==> config.mk <==
export PLATFORM = sky130hd
export DESIGN_NAME = branch_cond_eval
export DESIGN_NICKNAME = d
export VERILOG_FILES = /design/src/rtl/branch_cond_pkg.sv /design/src/rtl/cond_decode.sv /design/src/rtl/cond_base_eval.sv /design/src/rtl/cond_resolve.sv /design/src/rtl/branch_cond_eval.sv
export SDC_FILE = /design/constraint.sdc
export NUM_CORES = 1
export LEC_CHECK = 0
export ABC_CLOCK_PERIOD_IN_PS = 1200
export BUFFER_PORTS_ARGS = -buffer_cell sky130_fd_sc_hd__buf_4
export CAP_MARGIN = 20
export CORE_AREA = 10 10 47 49
export DETAILED_ROUTE_END_ITERATION = 10
export DIE_AREA = 0 0 57 59
export GPL_TIMING_DRIVEN = 0
export SYNTH_ARGS = -nofsm -noshare
export SYNTH_HDL_FRONTEND = slang
export SYNTH_SLANG_ARGS = --single-unit
==> constraint.sdc <==
create_clock -name vclk -period 1.2
set_clock_uncertainty 0.05 [all_clocks]
set_input_delay 0 -clock vclk [all_inputs]
set_output_delay 0 -clock vclk [all_outputs]
set_load 0.05 [all_outputs]
==> src/rtl/branch_cond_pkg.sv <==
package branch_cond_pkg;

    localparam int COND_W = 4;
    localparam int SEL_W  = COND_W - 1;
    localparam int N_BASE = 1 << SEL_W;

    typedef struct packed {
        logic sign;
        logic zero;
        logic carry;
        logic ovf;
        logic par;
    } flags_t;

    typedef enum logic [SEL_W-1:0] {
        BC_OVF      = 3'd0,
        BC_BELOW    = 3'd1,
        BC_EQ       = 3'd2,
        BC_BELOW_EQ = 3'd3,
        BC_SIGN     = 3'd4,
        BC_PAR      = 3'd5,
        BC_LESS     = 3'd6,
        BC_LESS_EQ  = 3'd7
    } base_sel_e;

    typedef struct packed {
        base_sel_e sel;
        logic      invert;
    } cond_t;

    function automatic logic signed_lt(flags_t f);
        return f.sign ^ f.ovf;
    endfunction

    function automatic logic base_test(base_sel_e s, flags_t f);
        case (s)
            BC_OVF:      return f.ovf;
            BC_BELOW:    return f.carry;
            BC_EQ:       return f.zero;
            BC_BELOW_EQ: return f.carry | f.zero;
            BC_SIGN:     return f.sign;
            BC_PAR:      return f.par;
            BC_LESS:     return signed_lt(f);
            default:     return signed_lt(f) | f.zero;
        endcase
    endfunction

endpackage

==> src/rtl/cond_decode.sv <==
module cond_decode
    import branch_cond_pkg::*;
(
    input  logic [COND_W-1:0] code,
    output cond_t             dec
);
    always_comb begin
        dec.sel    = base_sel_e'(code[COND_W-1:1]);
        dec.invert = code[0];
    end
endmodule

==> src/rtl/cond_base_eval.sv <==
module cond_base_eval
    import branch_cond_pkg::*;
(
    input  flags_t            flags,
    output logic [N_BASE-1:0] base_vec
);
    for (genvar i = 0; i < N_BASE; i++) begin : g_test
        assign base_vec[i] = base_test(base_sel_e'(SEL_W'(i)), flags);
    end

    // Ordering relations between independent test cells
    always_comb begin
        a_r4_below_in_below_eq: assert (!base_vec[BC_BELOW] || base_vec[BC_BELOW_EQ])
            else $error("R4: below set without below-or-equal");
        a_r4_eq_in_below_eq: assert (!base_vec[BC_EQ] || base_vec[BC_BELOW_EQ])
            else $error("R4: equal set without below-or-equal");
        a_r5_less_in_less_eq: assert (!base_vec[BC_LESS] || base_vec[BC_LESS_EQ])
            else $error("R5: less set without less-or-equal");
        a_r5_eq_in_less_eq: assert (!base_vec[BC_EQ] || base_vec[BC_LESS_EQ])
            else $error("R5: equal set without less-or-equal");
    end
endmodule

==> src/rtl/cond_resolve.sv <==
module cond_resolve
    import branch_cond_pkg::*;
(
    input  logic [N_BASE-1:0] base_vec,
    input  cond_t             dec,
    input  logic              uncond,
    output logic              taken
);
    logic picked;

    always_comb begin
        picked = base_vec[dec.sel];
        taken  = uncond | (picked ^ dec.invert);
    end

    always_comb begin
        a_r7_uncond_taken: assert (!uncond || taken)
            else $error("R7: unconditional jump not taken");
        a_r6_plain_follows_base: assert (uncond || dec.invert || (taken == base_vec[dec.sel]))
            else $error("R6: plain code does not follow base test");
    end
endmodule

==> src/rtl/branch_cond_eval.sv <==
module branch_cond_eval
    import branch_cond_pkg::*;
(
    input  logic              flag_sign,
    input  logic              flag_zero,
    input  logic              flag_carry,
    input  logic              flag_ovf,
    input  logic              flag_par,
    input  logic [COND_W-1:0] cond_code,
    input  logic              uncond,
    output logic              taken
);
    flags_t            flags;
    cond_t             dec;
    logic [N_BASE-1:0] base_vec;

    assign flags = '{sign: flag_sign, zero: flag_zero, carry: flag_carry,
                     ovf: flag_ovf, par: flag_par};

    cond_decode u_decode (
        .code (cond_code),
        .dec  (dec)
    );

    cond_base_eval u_base (
        .flags    (flags),
        .base_vec (base_vec)
    );

    cond_resolve u_resolve (
        .base_vec (base_vec),
        .dec      (dec),
        .uncond   (uncond),
        .taken    (taken)
    );

    always_comb begin
        a_r6_inverse_pair: assert (uncond || !dec.invert || (taken != base_vec[dec.sel]))
            else $error("R6: inverted code equals base test");
    end
endmodule

=== After elaboration in Yosys (flattened, before gate mapping) ===
Index checks and enable logic that the tools add are counted.
Widths: inputs -> output; s select.

* Logic and storage cells: 8
* Output and inout bits: 1
* Flip-flop bits (word level): 0
* Input port bits: 10

* Bitwise operators: 5
* Magnitude comparators: 1
* Mux-type cells: 2

{| class="wikitable"
|+ Operators with widths
! kind !! count
|-
| $lt 3x4->1 const B || 1
|-
| $bmux 1 s3 || 1
|-
| $or 1x1->1 || 3
|-
| $xor 1x1->1 || 2
|-
| $mux 1 || 1
|}

=== Longest topological paths before layout ===
Gate-level depths: netlist of run 1.

* Word-level depth: 6
* Gate-level depth with buffers: 4
* Mapped depth without buffers: 4

=== Cells and area by module ===
A second synthesis of run 1 with hierarchy kept.

* Cells, all modules: 21
* Area, all modules: 176.4 sq um

{| class="wikitable"
|+ Modules (own cells, without submodules)
! module !! cells an instance !! area each (sq um) !! seq. area each (sq um) !! instances
|-
| cond_resolve || 9 || 87.6 || 0.0 || 1
|-
| cond_base_eval || 8 || 58.8 || 0.0 || 1
|-
| cond_decode || 4 || 30.0 || 0.0 || 1
|}

=== Worst setup path before layout of run 1 ===
OpenSTA, ideal clock, no wires.

* Path kind: in2out
* Start: in cond_code[1]
* End: out taken
* Stages on the path: 4
* Slack: 0.107 ns
* Required time: 1.150 ns
* Arrival time: 1.043 ns
* Buffers on the path: 0
* Cells stage by stage: and2b_1 o22ai_1 or4_1 a21o_1

* Cells in the longest elaborated chain, start to end: 4

{| class="wikitable"
|+ RTL lines
! what !! RTL line !! source
|-
| start, declared || branch_cond_eval.sv:9 || <nowiki>input logic [COND_W-1:0] cond_code,</nowiki>
|-
| $bmux 1 s3 || cond_resolve.sv:12 || <nowiki>picked = base_vec[dec.sel];</nowiki>
|-
| $mux 1 (not written as such) || cond_resolve.sv:12 ||
|-
| $xor 1x1->1 || cond_resolve.sv:13 || <nowiki>taken = uncond | (picked ^ dec.invert);</nowiki>
|-
| $or 1x1->1 || cond_resolve.sv:13 ||
|-
| end, declared || branch_cond_eval.sv:11 || <nowiki>output logic taken</nowiki>
|}

Every way passes these cells. The select of a mux whose other input is x is not followed.

=== Worst setup path after layout of run 1 ===
Ends and elaborated chain as after synthesis.

==> load_flow_metrics.sql, run 1 <==
INSERT INTO impl_metrics (metric_group, metric, value, unit) VALUES
('global_routing', 'track_usage', '1.99', '%'),
('place', 'placement.cell_area', '188', 'um^2'),
('worst_setup_path', 'cp-end-kind', 'primary output', ''),
('synthesis', 'yosysSeqAreaShare', '0', '%'),
('sta', 'timing.final.crit_share', '104', '%'),
('cells_and_area', 'clkbuf_count', '0', ''),
('worst_setup_path', 'cp-start-kind', 'input port', ''),
('sta', 'slew-limit-headroom', '85.9', '%'),
('sta', 'worst_slack', '-0.0473', 'ns'),
('cells_and_area', 'area_of_combinational_cells_with_multiple_inputs', '92.6', 'um^2'),
('route', 'wirelength_met1', '211', 'um'),
('hold_path', 'timing.hold.worst_endpoint', 'taken', ''),
('run', 'max_cap_violations', '0', ''),
('die', 'placeableCoreArea', '0.00140', 'mm^2'),
('sta', 'final-setup-viol-count', '1', ''),
('die', 'initial_core_util', '6.07', '%'),
('cells_and_area', 'seq_cell_count', '0', ''),
('worst_setup_path', 'critical_path.startpoint', 'cond_code[1]', ''),
('die', 'chipHeight', '59', 'um'),
('synthesis', 'synthCells', '13', ''),
('sta', 'fmax', '802', 'MHz'),
('global_routing', 'antenna_found_initial', '0', ''),
('global_routing', 'grt_pass1_vias', '124', ''),
('cells_and_area', 'layout.cells.most_common', 'buf_4', ''),
('route', 'wirelength', '394', 'um'),
('worst_setup_path', 'timing.setup.critical_path_class', 'in -> out', ''),
('die', 'floorplan.die_area', '0.00336', 'mm^2'),
('place', 'detailedPlace.worstSlack', '-0.0760', 'ns'),
('cells_and_area', 'final_core_utilization', '14.7', '%'),
('pwr', 'irDropWorstVdd', '66.9', 'uV'),
('worst_setup_path', 'arrival', '1.20', 'ns'),
('route', 'detail_route.drc_violations', '0', ''),
('synthesis', 'synth_top_cell_by_area', 'nand2_1', ''),
('outcome', 'violations', 'negative setup slack', ''),
('cells_and_area', 'fillCellCount', '167', ''),
('global_routing', 'wire_length_of_the_first_global_routing_pass', '593', 'um'),
('route', 'routedWlPerCell', '9.61', 'um'),
('cells_and_area', 'share_of_cells_above_drive_strength_1', '52.0', '%'),
('synthesis', 'synthesis.area_per_instance', '6.54', 'um^2'),
('place', 'io_buffer_count', '11', ''),
('route', 'drt_pre_antenna_iters', '2', ''),
('outcome', 'run_status', 'complete, but fails checks', ''),
('synthesis', 'yosys_warnings', '0', ''),
('route', 'maxUsedRoutingLayer', 'met3', ''),
('worst_setup_path', 'worst-path-max-fanout', '4', ''),
('route', 'final_antenna_net_count', '0', ''),
('route', 'met3RoutedLength', '93', 'um'),
('global_routing', 'maximum_number_of_pins_on_one_net_before_global_route_repair', '6', ''),
('die', 'fp.dieW', '57', 'um'),
('hold_path', 'timing.hold.worst.class', 'in -> out', ''),
('worst_setup_path', 'worst_ep_required', '1.15', 'ns'),
('pwr', 'finalPower', '0.0792', 'mW'),
('sta', 'rsz0062_at_grt', 'yes', ''),
('pwr', 'p_per_area', '384', 'mW/mm^2'),
('synthesis', 'yosys.area.top_type_share', '13.2', '%'),
('route', 'first_iter_violations', '1', ''),
('place', 'gpl.final_weighted_congestion', '0.725', ''),
('cells_and_area', 'sequential_cell_area', '0', 'um^2'),
('synthesis', 'syn-num-nets', '23', ''),
('sta', 'min_period', '1.25', 'ns'),
('die', 'placement_row_count', '14', ''),
('cells_and_area', 'final_cell_mix', 'buf_4, nand2_1', ''),
('cells_and_area', 'layout_stage_area_growth_over_the_synthesis_result', '143', '%'),
('route', 'drt-vias-per-instance', '3.39', ''),
('cells_and_area', 'antenna_cells', '0', ''),
('sta', 'report.final.hold_viol_count', '0', ''),
('cells_and_area', 'nets', '37', ''),
('die', 'io-pin-count', '11', ''),
('cells_and_area', 'final_area', '206', 'um^2'),
('route', 'route.vias.total', '139', ''),
('sta', 'timing.final.max_slew_violations', '0', ''),
('route', 'met2_wire_length', '89', 'um'),
('global_routing', 'gr-total-overflow', '0', ''),
('sta', 'worst_pin_slew', '0.210', 'ns'),
('synthesis', 'post_synthesis_instance_area', '85.1', 'um^2'),
('synthesis', 'largest_cells_by_area_after_synthesis', 'nand2_1, mux2i_1, nand4b_1, xnor2_1, a21o_1', ''),
('hold_path', 'hold_path_start', 'uncond', ''),
('synthesis', 'yosys.cell_types.count', '11', ''),
('pwr', 'leakage', '0.0986', 'nW'),
('hold_path', 'holdPathStages', '3', '');
## where the power goes
part	internal [mW]	switching, mW	leakage, nW	total (mW)
combinational	0.0454	0.0338	0.0986	0.0792
clock	0	0	0	0
sequential	0	0	0	0
total	0.0454	0.0338	0.0986	0.0792
## per-stage QoR
step	instances	TNS, ns	hold slack (ns)
final	41	-0.0473	0.270
after floorplan	13	0	0.254
after global placement	40	-0.0755	0.288
after detailed placement	40	-0.0760	0.288
after CTS	40	-0.0423	0.273
after global routing	41	-0.0868	0.291
## worst max path at each step
stage	endpoint	slack, ns	cells past startpoint
final	taken	-0.05	6
after global routing	taken	-0.09	6
after CTS	taken	-0.04	6
after detailed placement	taken	-0.08	6
after global placement	taken	-0.08	6
after floorplan	taken	0.11	4
## Yosys cell counts
cell type  number
o31ai_1         1
and2b_1         1
nand2_1         3
mux2i_1         1
nor3_1          1
xnor2_1         1
or4_1           1
nand4b_1        1
a21o_1          1
o21ai_0         1
o22ai_1         1
## final cells by class
cell class | count | area share (%)
Tap cell | 16 | 9.70
Multi-Input combinational cell | 13 | 44.8
Timing Repair Buffer | 12 | 45.5
## kinds of logic (layout without fill, tap and decap cells)
family	Yosys count	count (layout)	synth area share, %
simple gates	7	7	47.1
compound gates	4	4	30.9
buf+inv	0	12	0
mux	1	1	11.8
xor+xnor	1	1	10.3
## worst max-delay path, cell delays in order
cell and delay, ns:
buf_4 0.13, and2b_1 0.18, o22ai_1 0.08, or4_1 0.48, a21o_1 0.18, buf_6 0.15
## per-layer routing
metal,up-vias,GRT usage (%)
li1,76,-
met1,52,3.20
met2,11,1.71
met3,0,1.72
met4,0,0
met5,-,0
## repair_timing
| action | 4_1_cts | 5_1_grt |
|---|---|---|
| cloned | 0 | 0 |
| hold buffers | 0 | 0 |
| gates resized for setup | 1 | 2 |
| setup endpoints to repair | 1 | 1 |
| buffers inserted | 0 | 1 |
| pin swaps | 1 | 1 |
Power figures use the tool's default switching activity.
==> run 2: changes to the inputs <==
--- a/config.mk
+++ b/config.mk
@@ -12,6 +12,7 @@
 export DETAILED_ROUTE_END_ITERATION = 10
 export DIE_AREA = 0 0 57 59
 export GPL_TIMING_DRIVEN = 0
+export PLACE_DENSITY_LB_ADDON = 0.05
 export SYNTH_ARGS = -nofsm -noshare
 export SYNTH_HDL_FRONTEND = slang
 export SYNTH_SLANG_ARGS = --single-unit
==> load_flow_metrics.sql, run 2 (synthesis results as in run 1) <==
INSERT INTO impl_metrics (metric_group, metric, value, unit) VALUES
('cells_and_area', 'sequential_cell_area', '0', 'um^2'),
('cells_and_area', 'seq_cell_count', '0', ''),
('route', 'route.vias.total', '140', ''),
('cells_and_area', 'share_of_cells_above_drive_strength_1', '45.8', '%'),
('place', 'gpl.final_weighted_congestion', '0.675', ''),
('hold_path', 'timing.hold.worst.class', 'in -> out', ''),
('worst_setup_path', 'cp-start-kind', 'input port', ''),
('pwr', 'leakage', '0.0880', 'nW'),
('worst_setup_path', 'worst-path-max-fanout', '4', ''),
('global_routing', 'maximum_number_of_pins_on_one_net_before_global_route_repair', '6', ''),
('pwr', 'irDropWorstVdd', '61.6', 'uV'),
('route', 'drt-vias-per-instance', '3.50', ''),
('cells_and_area', 'clkbuf_count', '0', ''),
('route', 'detail_route.drc_violations', '0', ''),
('worst_setup_path', 'critical_path_buf_inv_count', '2', ''),
('die', 'fp.dieW', '57', 'um'),
('outcome', 'run_status', 'complete, but fails checks', ''),
('outcome', 'violations', 'negative setup slack', ''),
('worst_setup_path', 'critical_path.slowest_cell', 'or4_1', ''),
('clock_network', 'postCtsHoldBufs', '0', ''),
('global_routing', 'grt_pass1_vias', '155', ''),
('worst_setup_path', 'timing.setup.critical_path_class', 'in -> out', ''),
('sta', 'slew-limit-headroom', '84.8', '%'),
('cells_and_area', 'final_cell_mix', 'buf_4, nand2_1', ''),
('cells_and_area', 'layout_stage_area_growth_over_the_synthesis_result', '125', '%'),
('sta', 'fmax', '800', 'MHz'),
('worst_setup_path', 'critical_path.startpoint', 'cond_code[1]', ''),
('sta', 'worst_pin_slew', '0.226', 'ns'),
('sta', 'timing.final.crit_share', '104', '%'),
('global_routing', 'wire_length_of_the_first_global_routing_pass', '676', 'um'),
('die', 'chipHeight', '59', 'um'),
('die', 'placement_row_count', '14', ''),
('worst_setup_path', 'crit_path_end', 'taken', ''),
('run', 'max_cap_violations', '0', ''),
('worst_setup_path', 'timing.critical_path.cells', 'buf_4 > and2b_1 > o22ai_1 > or4_1 > a21o_1 > buf_6', ''),
('die', 'placeableCoreArea', '0.00140', 'mm^2'),
('global_routing', 'antenna_found_initial', '0', ''),
('worst_setup_path', 'path_depth', '6', ''),
('worst_setup_path', 'cp_slowest_stage_delay', '0.48', 'ns'),
('die', 'floorplan.die_area', '0.00336', 'mm^2'),
('worst_setup_path', 'arrival', '1.20', 'ns'),
('cells_and_area', 'nets', '36', ''),
('route', 'final_antenna_net_count', '0', ''),
('worst_setup_path', 'worst_ep_required', '1.15', 'ns'),
('place', 'io_buffer_count', '11', ''),
('cells_and_area', 'final_area', '191', 'um^2'),
('cells_and_area', 'layout.cells.most_common', 'buf_4', ''),
('sta', 'report.final.hold_viol_count', '0', ''),
('cells_and_area', 'antenna_cells', '0', ''),
('die', 'initial_core_util', '6.07', '%'),
('worst_setup_path', 'cp-end-kind', 'primary output', ''),
('die', 'io-pin-count', '11', ''),
('worst_setup_path', 'critical_path.top_delay_family', 'simple AND/OR/NAND/NOR gates', ''),
('global_routing', 'gr-total-overflow', '0', ''),
('route', 'drt_pre_antenna_iters', '2', ''),
('cells_and_area', 'final_core_utilization', '13.7', '%'),
('sta', 'min_period', '1.25', 'ns'),
('sta', 'worst_slack', '-0.0500', 'ns'),
('route', 'first_iter_violations', '4', ''),
('route', 'wirelength', '388', 'um'),
('place', 'placement.cell_area', '188', 'um^2'),
('sta', 'final-setup-viol-count', '1', ''),
('global_routing', 'track_usage', '2.20', '%'),
('sta', 'timing.final.max_slew_violations', '0', ''),
('sta', 'finalHoldWorstSlack', '0.265', 'ns'),
('sta', 'rsz0062_at_grt', 'yes', ''),
('pwr', 'p_per_area', '376', 'mW/mm^2'),
('route', 'routedWlPerCell', '9.70', 'um');
[run 2: cell count changes in the layout (fill, tap and decap cells not counted)]
cell     before  now
buf_4        11   10
xnor2_2       1    0
xnor2_1       0    1
o21ai_0       0    1
o21ai_1       1    0
[run 2: final cells by class]
type               count  area [um^2]
fillers              179         1210
multi-input cells     13         85.1
well taps             16         20.0
repair buffers        11         86.3
[run 2: worst min path at each step]
stage | start | endpoint | cells past startpoint
6_report | uncond | taken | 3
5_1_grt | uncond | taken | 3
4_1_cts | uncond | taken | 3
3_5_place_dp | uncond | taken | 3
3_3_place_gp | uncond | taken | 3
2_1_floorplan | uncond | taken | 1
[run 2: worst min-delay path: stages]
cell	delay [ns]
buf_4	0.08
a21o_1	0.09
buf_6	0.15
[run 2: per-stage QoR]
stage	TNS [ns]	total power, mW	setup WS (ns)	std cells
global route	-0.121	0.0792	-0.121	40
CTS	-0.0483	0.0730	-0.0483	40
global placement	-0.0924	0.0701	-0.0924	40
finish	-0.0500	0.0720	-0.0500	40
floorplan	0	0.0314	0.107	13
detailed placement	-0.0744	0.0700	-0.0744	40
[run 2: what timing repair did]
item,in CTS,in global routing
pin swaps,1,0
gates cloned,0,0
setup endpoints to repair,1,1
gates resized for setup,1,0
buffers inserted,0,0
[run 2: metal layers]
layer / part of all wire, % / up-vias / global-route usage [%]
li1: - / 74 / -
met1: 45 / 59 / 2.95
met2: 40 / 7 / 3.26
met3: 14 / 0 / 1.07
met4: 0 / 0 / 0
met5: 0 / - / 0
[run 2: power breakdown]
| group | total, mW | internal, mW | switching [mW] |
|---|---|---|---|
| registers | 0 | 0 | 0 |
| logic | 0.0720 | 0.0398 | 0.0322 |
| clock network | 0 | 0 | 0 |
| total | 0.0720 | 0.0398 | 0.0322 |
